`src/rtl/pss_pkg.sv`:
```
package pss_pkg;
  // microseconds to clock cycles, at least one cycle
  function automatic int unsigned us_to_cyc(longint unsigned clk_hz, longint unsigned us);
    longint unsigned c;
    c = (clk_hz * us) / 64'd1_000_000;
    if (c == 0) c = 1;
    return 32'(c);
  endfunction
endpackage

```
`src/rtl/pss_sync_filter.sv`:
```
module pss_sync_filter #(
  parameter int unsigned CYC = 4
) (
  input  logic clk_i,
  input  logic rst_ni,
  input  logic d_i,
  output logic q_o
);
  localparam int unsigned W = $clog2(CYC + 1);

  logic [1:0]   sync_q;
  logic [W-1:0] cnt_q;
  logic         q_q;

  always_ff @(posedge clk_i or negedge rst_ni) begin
    if (!rst_ni) begin
      sync_q <= '0;
      cnt_q  <= '0;
      q_q    <= 1'b0;
    end else begin
      sync_q <= {sync_q[0], d_i};
      if (sync_q[1] == q_q) begin
        cnt_q <= '0;
      end else if (cnt_q == W'(CYC - 1)) begin
        q_q   <= sync_q[1];
        cnt_q <= '0;
      end else begin
        cnt_q <= cnt_q + 1'b1;
      end
    end
  end

  assign q_o = q_q;

  // filtered level only moves to what the synchroniser presented
  assert_filter_follows_R2: assert property (@(posedge clk_i) disable iff (!rst_ni)
    !$stable(q_q) |-> ($past(sync_q[1]) == q_q));
endmodule

```
`src/rtl/pss_hold_timer.sv`:
```
module pss_hold_timer #(
  parameter int unsigned CYC = 4
) (
  input  logic clk_i,
  input  logic rst_ni,
  input  logic cond_i,
  output logic done_o
);
  localparam int unsigned W = $clog2(CYC + 1);

  logic [W-1:0] cnt_q;

  always_ff @(posedge clk_i or negedge rst_ni) begin
    if (!rst_ni)                 cnt_q <= '0;
    else if (!cond_i)            cnt_q <= '0;
    else if (cnt_q != W'(CYC))   cnt_q <= cnt_q + 1'b1;
  end

  assign done_o = cond_i && (cnt_q == W'(CYC));

  assert_done_needs_cond_R9: assert property (@(posedge clk_i) disable iff (!rst_ni)
    $rose(done_o) |-> $past(cond_i));
endmodule

```
`src/rtl/pss_supervisor.sv`:
```
module pss_supervisor #(
  parameter int unsigned N_RAILS     = 3,
  parameter int unsigned CLK_HZ      = 25_000_000,
  parameter int unsigned OV_US       = 55,
  parameter int unsigned GLITCH_US   = 73,
  parameter int unsigned DEBOUNCE_US = 38_000,
  parameter int unsigned UV_HOLD_US  = 75_000,
  parameter int unsigned PG_HOLD_US  = 300_000,
  parameter int unsigned OFF_HOLD_US = 2_400
) (
  input  logic               clk_i,
  input  logic               rst_ni,
  input  logic [N_RAILS-1:0] ov_i,
  input  logic [N_RAILS-1:0] uv_i,
  input  logic               pgi_lo_i,
  input  logic               pgi_hi_i,
  input  logic               on_req_ni,
  output logic               fault_o,
  output logic               pg_o
);
  import pss_pkg::*;

  localparam int unsigned OV_CYC  = us_to_cyc(CLK_HZ, OV_US);
  localparam int unsigned GL_CYC  = us_to_cyc(CLK_HZ, GLITCH_US);
  localparam int unsigned DB_CYC  = us_to_cyc(CLK_HZ, DEBOUNCE_US);
  localparam int unsigned UV_CYC  = us_to_cyc(CLK_HZ, UV_HOLD_US);
  localparam int unsigned PG_CYC  = us_to_cyc(CLK_HZ, PG_HOLD_US);
  localparam int unsigned OFF_CYC = us_to_cyc(CLK_HZ, OFF_HOLD_US);

  logic [N_RAILS-1:0] ov_f, uv_f;
  logic pgi_lo_f, pgi_hi_f, off_f;
  logic ov_any, uv_cond, uv_fault, off_done, pg_cond, pg_done;
  logic fault_q;

  for (genvar r = 0; r < N_RAILS; r++) begin : g_rail
    pss_sync_filter #(.CYC(OV_CYC)) i_ov_filt (
      .clk_i(clk_i), .rst_ni(rst_ni), .d_i(ov_i[r]), .q_o(ov_f[r]));
    pss_sync_filter #(.CYC(GL_CYC)) i_uv_filt (
      .clk_i(clk_i), .rst_ni(rst_ni), .d_i(uv_i[r]), .q_o(uv_f[r]));
  end

  pss_sync_filter #(.CYC(GL_CYC)) i_pgi_lo_filt (
    .clk_i(clk_i), .rst_ni(rst_ni), .d_i(pgi_lo_i), .q_o(pgi_lo_f));
  pss_sync_filter #(.CYC(GL_CYC)) i_pgi_hi_filt (
    .clk_i(clk_i), .rst_ni(rst_ni), .d_i(pgi_hi_i), .q_o(pgi_hi_f));
  pss_sync_filter #(.CYC(DB_CYC)) i_on_filt (
    .clk_i(clk_i), .rst_ni(rst_ni), .d_i(on_req_ni), .q_o(off_f));

  assign ov_any  = |ov_f;
  // under-voltage counts only above the lower power-good threshold
  assign uv_cond = (|uv_f) && pgi_lo_f;

  pss_hold_timer #(.CYC(UV_CYC)) i_uv_timer (
    .clk_i(clk_i), .rst_ni(rst_ni), .cond_i(uv_cond), .done_o(uv_fault));
  pss_hold_timer #(.CYC(OFF_CYC)) i_off_timer (
    .clk_i(clk_i), .rst_ni(rst_ni), .cond_i(off_f), .done_o(off_done));

  always_ff @(posedge clk_i or negedge rst_ni) begin
    if (!rst_ni)                 fault_q <= 1'b0;
    else if (off_f)              fault_q <= 1'b0;
    else if (ov_any || uv_fault) fault_q <= 1'b1;
  end

  assign pg_cond = !off_f && pgi_hi_f && !fault_q;

  pss_hold_timer #(.CYC(PG_CYC)) i_pg_timer (
    .clk_i(clk_i), .rst_ni(rst_ni), .cond_i(pg_cond), .done_o(pg_done));

  assign pg_o    = pg_done;
  assign fault_o = fault_q || off_done;

  assert_latch_source_R6: assert property (@(posedge clk_i) disable iff (!rst_ni)
    $rose(fault_q) |-> $past(ov_any || uv_fault));
  assert_latch_hold_R6: assert property (@(posedge clk_i) disable iff (!rst_ni)
    (fault_q && !off_f) |=> fault_q);
  assert_uv_masked_R5: assert property (@(posedge clk_i) disable iff (!rst_ni)
    ($rose(fault_q) && !$past(pgi_lo_f)) |-> $past(ov_any));
  assert_off_clears_R8: assert property (@(posedge clk_i) disable iff (!rst_ni)
    off_f |=> !fault_q);
  assert_pg_excl_fault_R7: assert property (@(posedge clk_i) disable iff (!rst_ni)
    !(pg_o && fault_o));
endmodule

```
`config.mk`:
```
export PLATFORM = sky130hd
export DESIGN_NAME = pss_supervisor
export DESIGN_NICKNAME = d
export VERILOG_FILES = /design/src/rtl/pss_pkg.sv /design/src/rtl/pss_sync_filter.sv /design/src/rtl/pss_hold_timer.sv /design/src/rtl/pss_supervisor.sv
export SDC_FILE = /design/constraint.sdc
export NUM_CORES = 1
export LEC_CHECK = 0
export CAP_MARGIN = 0
export CELL_PAD_IN_SITES_DETAIL_PLACEMENT = 0
export CELL_PAD_IN_SITES_GLOBAL_PLACEMENT = 1
export CORE_ASPECT_RATIO = 0.6
export CORE_MARGIN = 2
export CORE_UTILIZATION = 54
export CTS_CLUSTER_SIZE = 28
export DETAILED_ROUTE_END_ITERATION = 6
export PLACE_DENSITY = 0.94
export SLEW_MARGIN = 20
export SYNTH_ARGS = -nofsm -noshare
export SYNTH_HDL_FRONTEND = slang
export SYNTH_SLANG_ARGS = --single-unit
export TNS_END_PERCENT = 100
```
`constraint.sdc`:
```
create_clock -name clk_i -period 4.6 [get_ports clk_i]
set_input_delay 0.69 -clock clk_i [delete_from_list [all_inputs] [get_ports clk_i]]
set_output_delay 0.69 -clock clk_i [all_outputs]
set_load 0.01 [all_outputs]
```
Yosys cells after proc, flatten, opt, wreduce, memory -nomap -nowiden
Index checks and enable logic that the tools add are counted.
{ "totals": {"word_cells": 127, "out_inout_bits": 2, "in_bits": 11, "ff_bits": 196} }
{ "classes": {"reduce_logical": 22, "bitwise_logic": 9, "eq_ne": 27, "mux": 26, "add_sub_neg": 12} }
{ "ops": {"columns": ["operator", "n"], "rows": [
  ["11-bit 2-to-1 mux", 16],
  ["11-bit by 1-bit adder with 11-bit output, second input constant", 8],
  ["11-bit == test, second input constant", 8],
  ["23-bit 2-to-1 mux", 2],
  ["21-bit 2-to-1 mux", 2],
  ["20-bit 2-to-1 mux", 2],
  ["16-bit 2-to-1 mux", 2],
  ["23-bit by 1-bit adder with 23-bit output, second input constant", 1],
  ["23-bit == test, second input constant", 1],
  ["23-bit inequality test, second input constant", 1],
  ["21-bit by 1-bit adder with 21-bit output, second input constant", 1],
  ["21-bit == test, second input constant", 1],
  ["21-bit inequality test, second input constant", 1],
  ["20-bit by 1-bit adder with 20-bit output, second input constant", 1],
  ["20-bit == test, second input constant", 1],
  ["2-bit AND reduction", 9],
  ["16-bit by 1-bit adder with 16-bit output, second input constant", 1],
  ["16-bit == test, second input constant", 1],
  ["16-bit inequality test, second input constant", 1],
  ["1-bit == test", 9],
  ["1-bit NOT", 9],
  ["1-bit logical AND", 6],
  ["3-bit OR reduction", 2],
  ["2-bit inequality test, second input constant", 2],
  ["other kinds (5)", 8]
]} }

Logic depth before layout (Yosys ltp)
{ "logic_depth": {"word_depth": 6, "mapped_depth": 7, "depth_no_buf": 6} }

Cells and area by module
From an unflattened synthesis, not the netlist that was laid out.
{ "unflattened": {"cells_unflattened": 946, "area_unflattened_um2": 9739.3} }
{ "modules_own_cells": {"columns": ["module", "n_inst", "cells_per_inst", "area_per_inst_um2", "seq_area_each_um2"], "rows": [
  ["pss_sync_filter at g_rail[0].i_uv_filt ...", 5, 61, 664.4, 350.3],
  ["pss_sync_filter at g_rail[0].i_ov_filt ...", 3, 60, 653.1, 350.3],
  ["pss_hold_timer at i_pg_timer", 1, 133, 1283.7, 575.6],
  ["pss_hold_timer at i_uv_timer", 1, 118, 1122.3, 525.5],
  ["pss_sync_filter at i_on_filt", 1, 109, 1087.3, 575.6],
  ["pss_hold_timer at i_off_timer", 1, 94, 898.4, 400.4],
  ["pss_supervisor", 1, 7, 66.3, 25.0]
]} }

Worst setup path after synthesis
OpenSTA, ideal clock, no wires.
{ "synth_path": {"kind": "register to output", "startpoint": "reg i_off_timer.cnt_q[10]", "endpoint": "out fault_o", "n_path_buf": 0, "t_arrival_ns": 1.666, "required_ns": 3.910, "slack_ns": 2.244, "stages_incl_launch_ff": 4, "cell_sequence": "dfrtp_1 or4b_2 nor4_4 a21o_1"} }
{ "synth_via": {"elab_chain_len": 3} }
{ "synth_lines": {"columns": ["element", "line", "source"], "rows": [
  ["from (decl)", "pss_hold_timer.sv:11", "logic [W-1:0] cnt_q;"],
  ["from (signal assigned)", "pss_hold_timer.sv:16", "else if (cnt_q != W'(CYC)) cnt_q <= cnt_q + 1'b1;"],
  ["16-bit == test", "pss_hold_timer.sv:19", "assign done_o = cond_i && (cnt_q == W'(CYC));"],
  ["1-bit logical AND", "pss_hold_timer.sv:19", null],
  ["1-bit logical OR", "pss_supervisor.sv:70", "assign fault_o = fault_q || off_done;"],
  ["to (decl)", "pss_supervisor.sv:18", "output logic fault_o,"]
]} }
Every way passes these cells.

Worst setup path after layout
Same ends and word-level chain as after synthesis.

==> impl_metrics.toml <==
[outcome]
status = "finished clean"

[layout]
syn2layout_area_growth_pct = 10.4
nets = 978
final_common_cell = "dfrtp_1"
drive_gt1_share_pct = 5.85
diodes = 0
instances_no_fill = 1191
most-common-layout-cells = "dfrtp_1 (196), nor2_1 (146), nand2_1 (68)"

[synth]
synth.area.top_cells = "dfrtp_1 (52%), xnor2_1 (6.2%), nor2_1 (5.8%), xor2_1 (5.2%), ha_1 (3.1%)"
synth-main-ff-cell = "dfrtp_1"
yosys.area.top_type = "dfrtp_1"
async_flop_share_pct = 100
synth_enable_flop_cells = 0
synth_area_um2 = 9380
syn_area_per_cell_um2 = 10.1
ys_warn_count = 0
syn_nets = 961
synth_seq_cells = 196
synth_top_area_share_pct = 52.3
yosysUniqueCellTypes = 46
synthCells = 927
yosysSeqAreaShare_pct = 52.3

[global_route]
grt_pass1_wl_mm = 30.8
grt_remaining_overflow = 0
grt_start_max_net_pins = 121
antenna_found_initial = 0
grtUsageTotal_pct = 20.7
grt_pass1_vias = 6204

[clock_tree]
cts_buffer_depth = 2
htree_levels = 4
cts_buffers = 17
cts-resized-gates = 0
clk_latency_ns = 0.44
clk_pin_slew_ns = 0.07
cts_root_buf = "clkbuf_16"
hold_buffers = 0
cts.sinks = 196
post_cts_buffers = 0
cts_tree = "done"

[timing]
timing.setup.tns_ns = 0
fmax_ghz = 0.295
hold_viol_final = 0
slew_viol_final = 0
grt_setup_unrepaired = "false"
period_minus_slack_ns = 3.39
finalCritPeriodShare_pct = 73.7
final-setup-viol-count = 0
relSlewSlack_pct = 36.6
tightestPinTransition_ns = 0.951
skew_ns = 0.00895
holdWs_ns = 0.350
finalWorstSetupSlack_ns = 1.21

[worst_setup_path]
cp_top_family = "simple AND/OR/NAND/NOR gates"
worstPathRequired_ns = 3.91
path_cells = "or4b_2 -> nor4_4 -> a21o_1 -> clkdlybuf4s50_1"
cp_max_fo = 6
critPathLaunch = "i_off_timer.cnt_q[10]$_DFFE_PN0P_"
r2r_start = "i_on_filt.cnt_q[0]$_DFF_PN0_"
worst-path-buf-inv = 1
path_class = "reg2out"
critical_path.max_stage_delay_ns = 0.73
arrival_ns = 2.70
worstSetupStartpointType = "flop"
end_kind = "output pin"
critical_path.slowest_cell = "or4b_2"

[detailed_routing]
drc = 0
routed_wl_mm = 17.5
post_drt_wl_per_cell_um = 14.7
drt-pass1-iter-count = 5
dr_total_vias = 6605
drt_iter0_markers = 516
viasPerCell = 5.55
ant_nets = 0

[placement]
dpl.hpwl_mm = 11.5
port_buffers = 12
pre_cts_slack_ns = 1.67
gp_congestion = 0.844
dp.cells = 1159

[die]
dieArea_um2 = 18500
pin_count = 13
die_x_um = 174
initial_core_util_pct = 54.9
die_h_um = 106
fp.coreArea_um2 = 17100
rows = 37

[pwr]
p_comb_share_pct = 3.1
power_leakage_nw = 4.21
peakVddDrop_mv = 0.262
intPower_mw = 2.61
powerDensity_nw_per_um2 = 331
power.switching_uw = 815
pwr-share-seq_pct = 51.9
p_clk_share_pct = 45.0
sw_frac_of_total_pct = 23.8

[flow_run]
drv_cap = 0

[hold_path]
min_path_type = "reg2reg"
hold_start = "g_rail[1].i_ov_filt.sync_q[0]$_DFF_PN0_"
metrics by stage:
step                      utilization (%)  cell area, µm²  power [mW]
after floorplan                         -            9380        1.85
after global placement               57.1            9750        1.92
after detailed placement             57.1            9750        1.92
after CTS                            60.7           10400        3.47
after global routing                 60.7           10400        3.56
final                                60.7           10400        3.43
power groups by stage:
stage	logic, mW	clock network, mW	registers (mW)
floorplan	0.0514	0	1.80
global placement	0.107	0	1.81
detailed placement	0.108	0	1.81
CTS	0.111	1.58	1.78
global route	0.126	1.65	1.78
finish	0.107	1.54	1.78
final timing paths:
path	endpoint	slack [ns]	cells past startpoint
hold reg to reg	g_rail[1].i_ov_filt.sync_q[1]$_DFF_PN0_	0.35	0
setup / recovery	fault_o	1.21	4
hold / removal	g_rail[1].i_ov_filt.sync_q[1]$_DFF_PN0_	0.35	0
max in group asynchronous	g_rail[0].i_uv_filt.cnt_q[5]$_DFF_PN0_	3.26	2
min in group asynchronous	i_on_filt.cnt_q[14]$_DFF_PN0_	0.38	1
setup reg to reg	i_on_filt.cnt_q[5]$_DFF_PN0_	2.23	5
metal layers:
layer | share of wire, % | track usage (%) | up-vias
met5 | 0 | 0 | -
li1 | - | - | 3277
met2 | 41 | 28.0 | 125
met4 | 1.0 | 6.12 | 0
met3 | 4.4 | 4.65 | 15
met1 | 53 | 32.8 | 3188
cells in the mapped netlist (12+ instances only):
master and instances:
dfrtp_1 196, nor2_1 146, nand2_1 68, xnor2_1 66, xor2_1 56, nand3_1 55
nand4_1 38, a21oi_1 31, inv_1 31, nor4_1 27, ha_1 23, o21ai_0 23
and3_1 19, nor3_1 18, or4_1 18, or3_1 15, clkbuf_1 12
worst reg2reg max path: stages, from the launching register on:
cell     delay [ns]
dfrtp_1        0.39
ha_1           0.21
nand3_1        0.25
or4_1          0.63
o21ai_2        0.63
nor2_1         0.12
flip-flops by register name, indices dropped and copies added (netlist names), 3 cells and up:
signal,flops
i_off_timer.cnt_q,16
i_pgi_lo_filt.cnt_q,11
i_pgi_hi_filt.cnt_q,11
i_pg_timer.cnt_q,23
g_rail.i_uv_filt.cnt_q,33
g_rail.i_uv_filt.q_o,3
g_rail.i_uv_filt.sync_q,6
g_rail.i_ov_filt.q_o,3
g_rail.i_ov_filt.cnt_q,33
i_on_filt.cnt_q,20
i_uv_timer.cnt_q,21
g_rail.i_ov_filt.sync_q,6
layout make-up:
class / instances / area, µm²
Inverter: 31 / 116
Timing Repair Buffer: 14 / 151
Sequential cell: 196 / 4900
Clock inverter: 15 / 185
Clock buffer: 17 / 425
Fill cell: 1370 / 6720
Tap cell: 234 / 293
Multi-Input combinational cell: 684 / 4290
kinds of logic (layout without fill, tap and decap cells):
family	after synthesis	in the layout	synth area share, %
compound gates	70	70	4.27
xor+xnor	122	122	11.4
fa+ha+maj	23	23	3.07
buf+inv	47	77	2.09
flops	196	196	52.3
mux	15	15	1.72
simple gates	454	454	25.2
No activity file was read; power rests on OpenSTA's default activity.
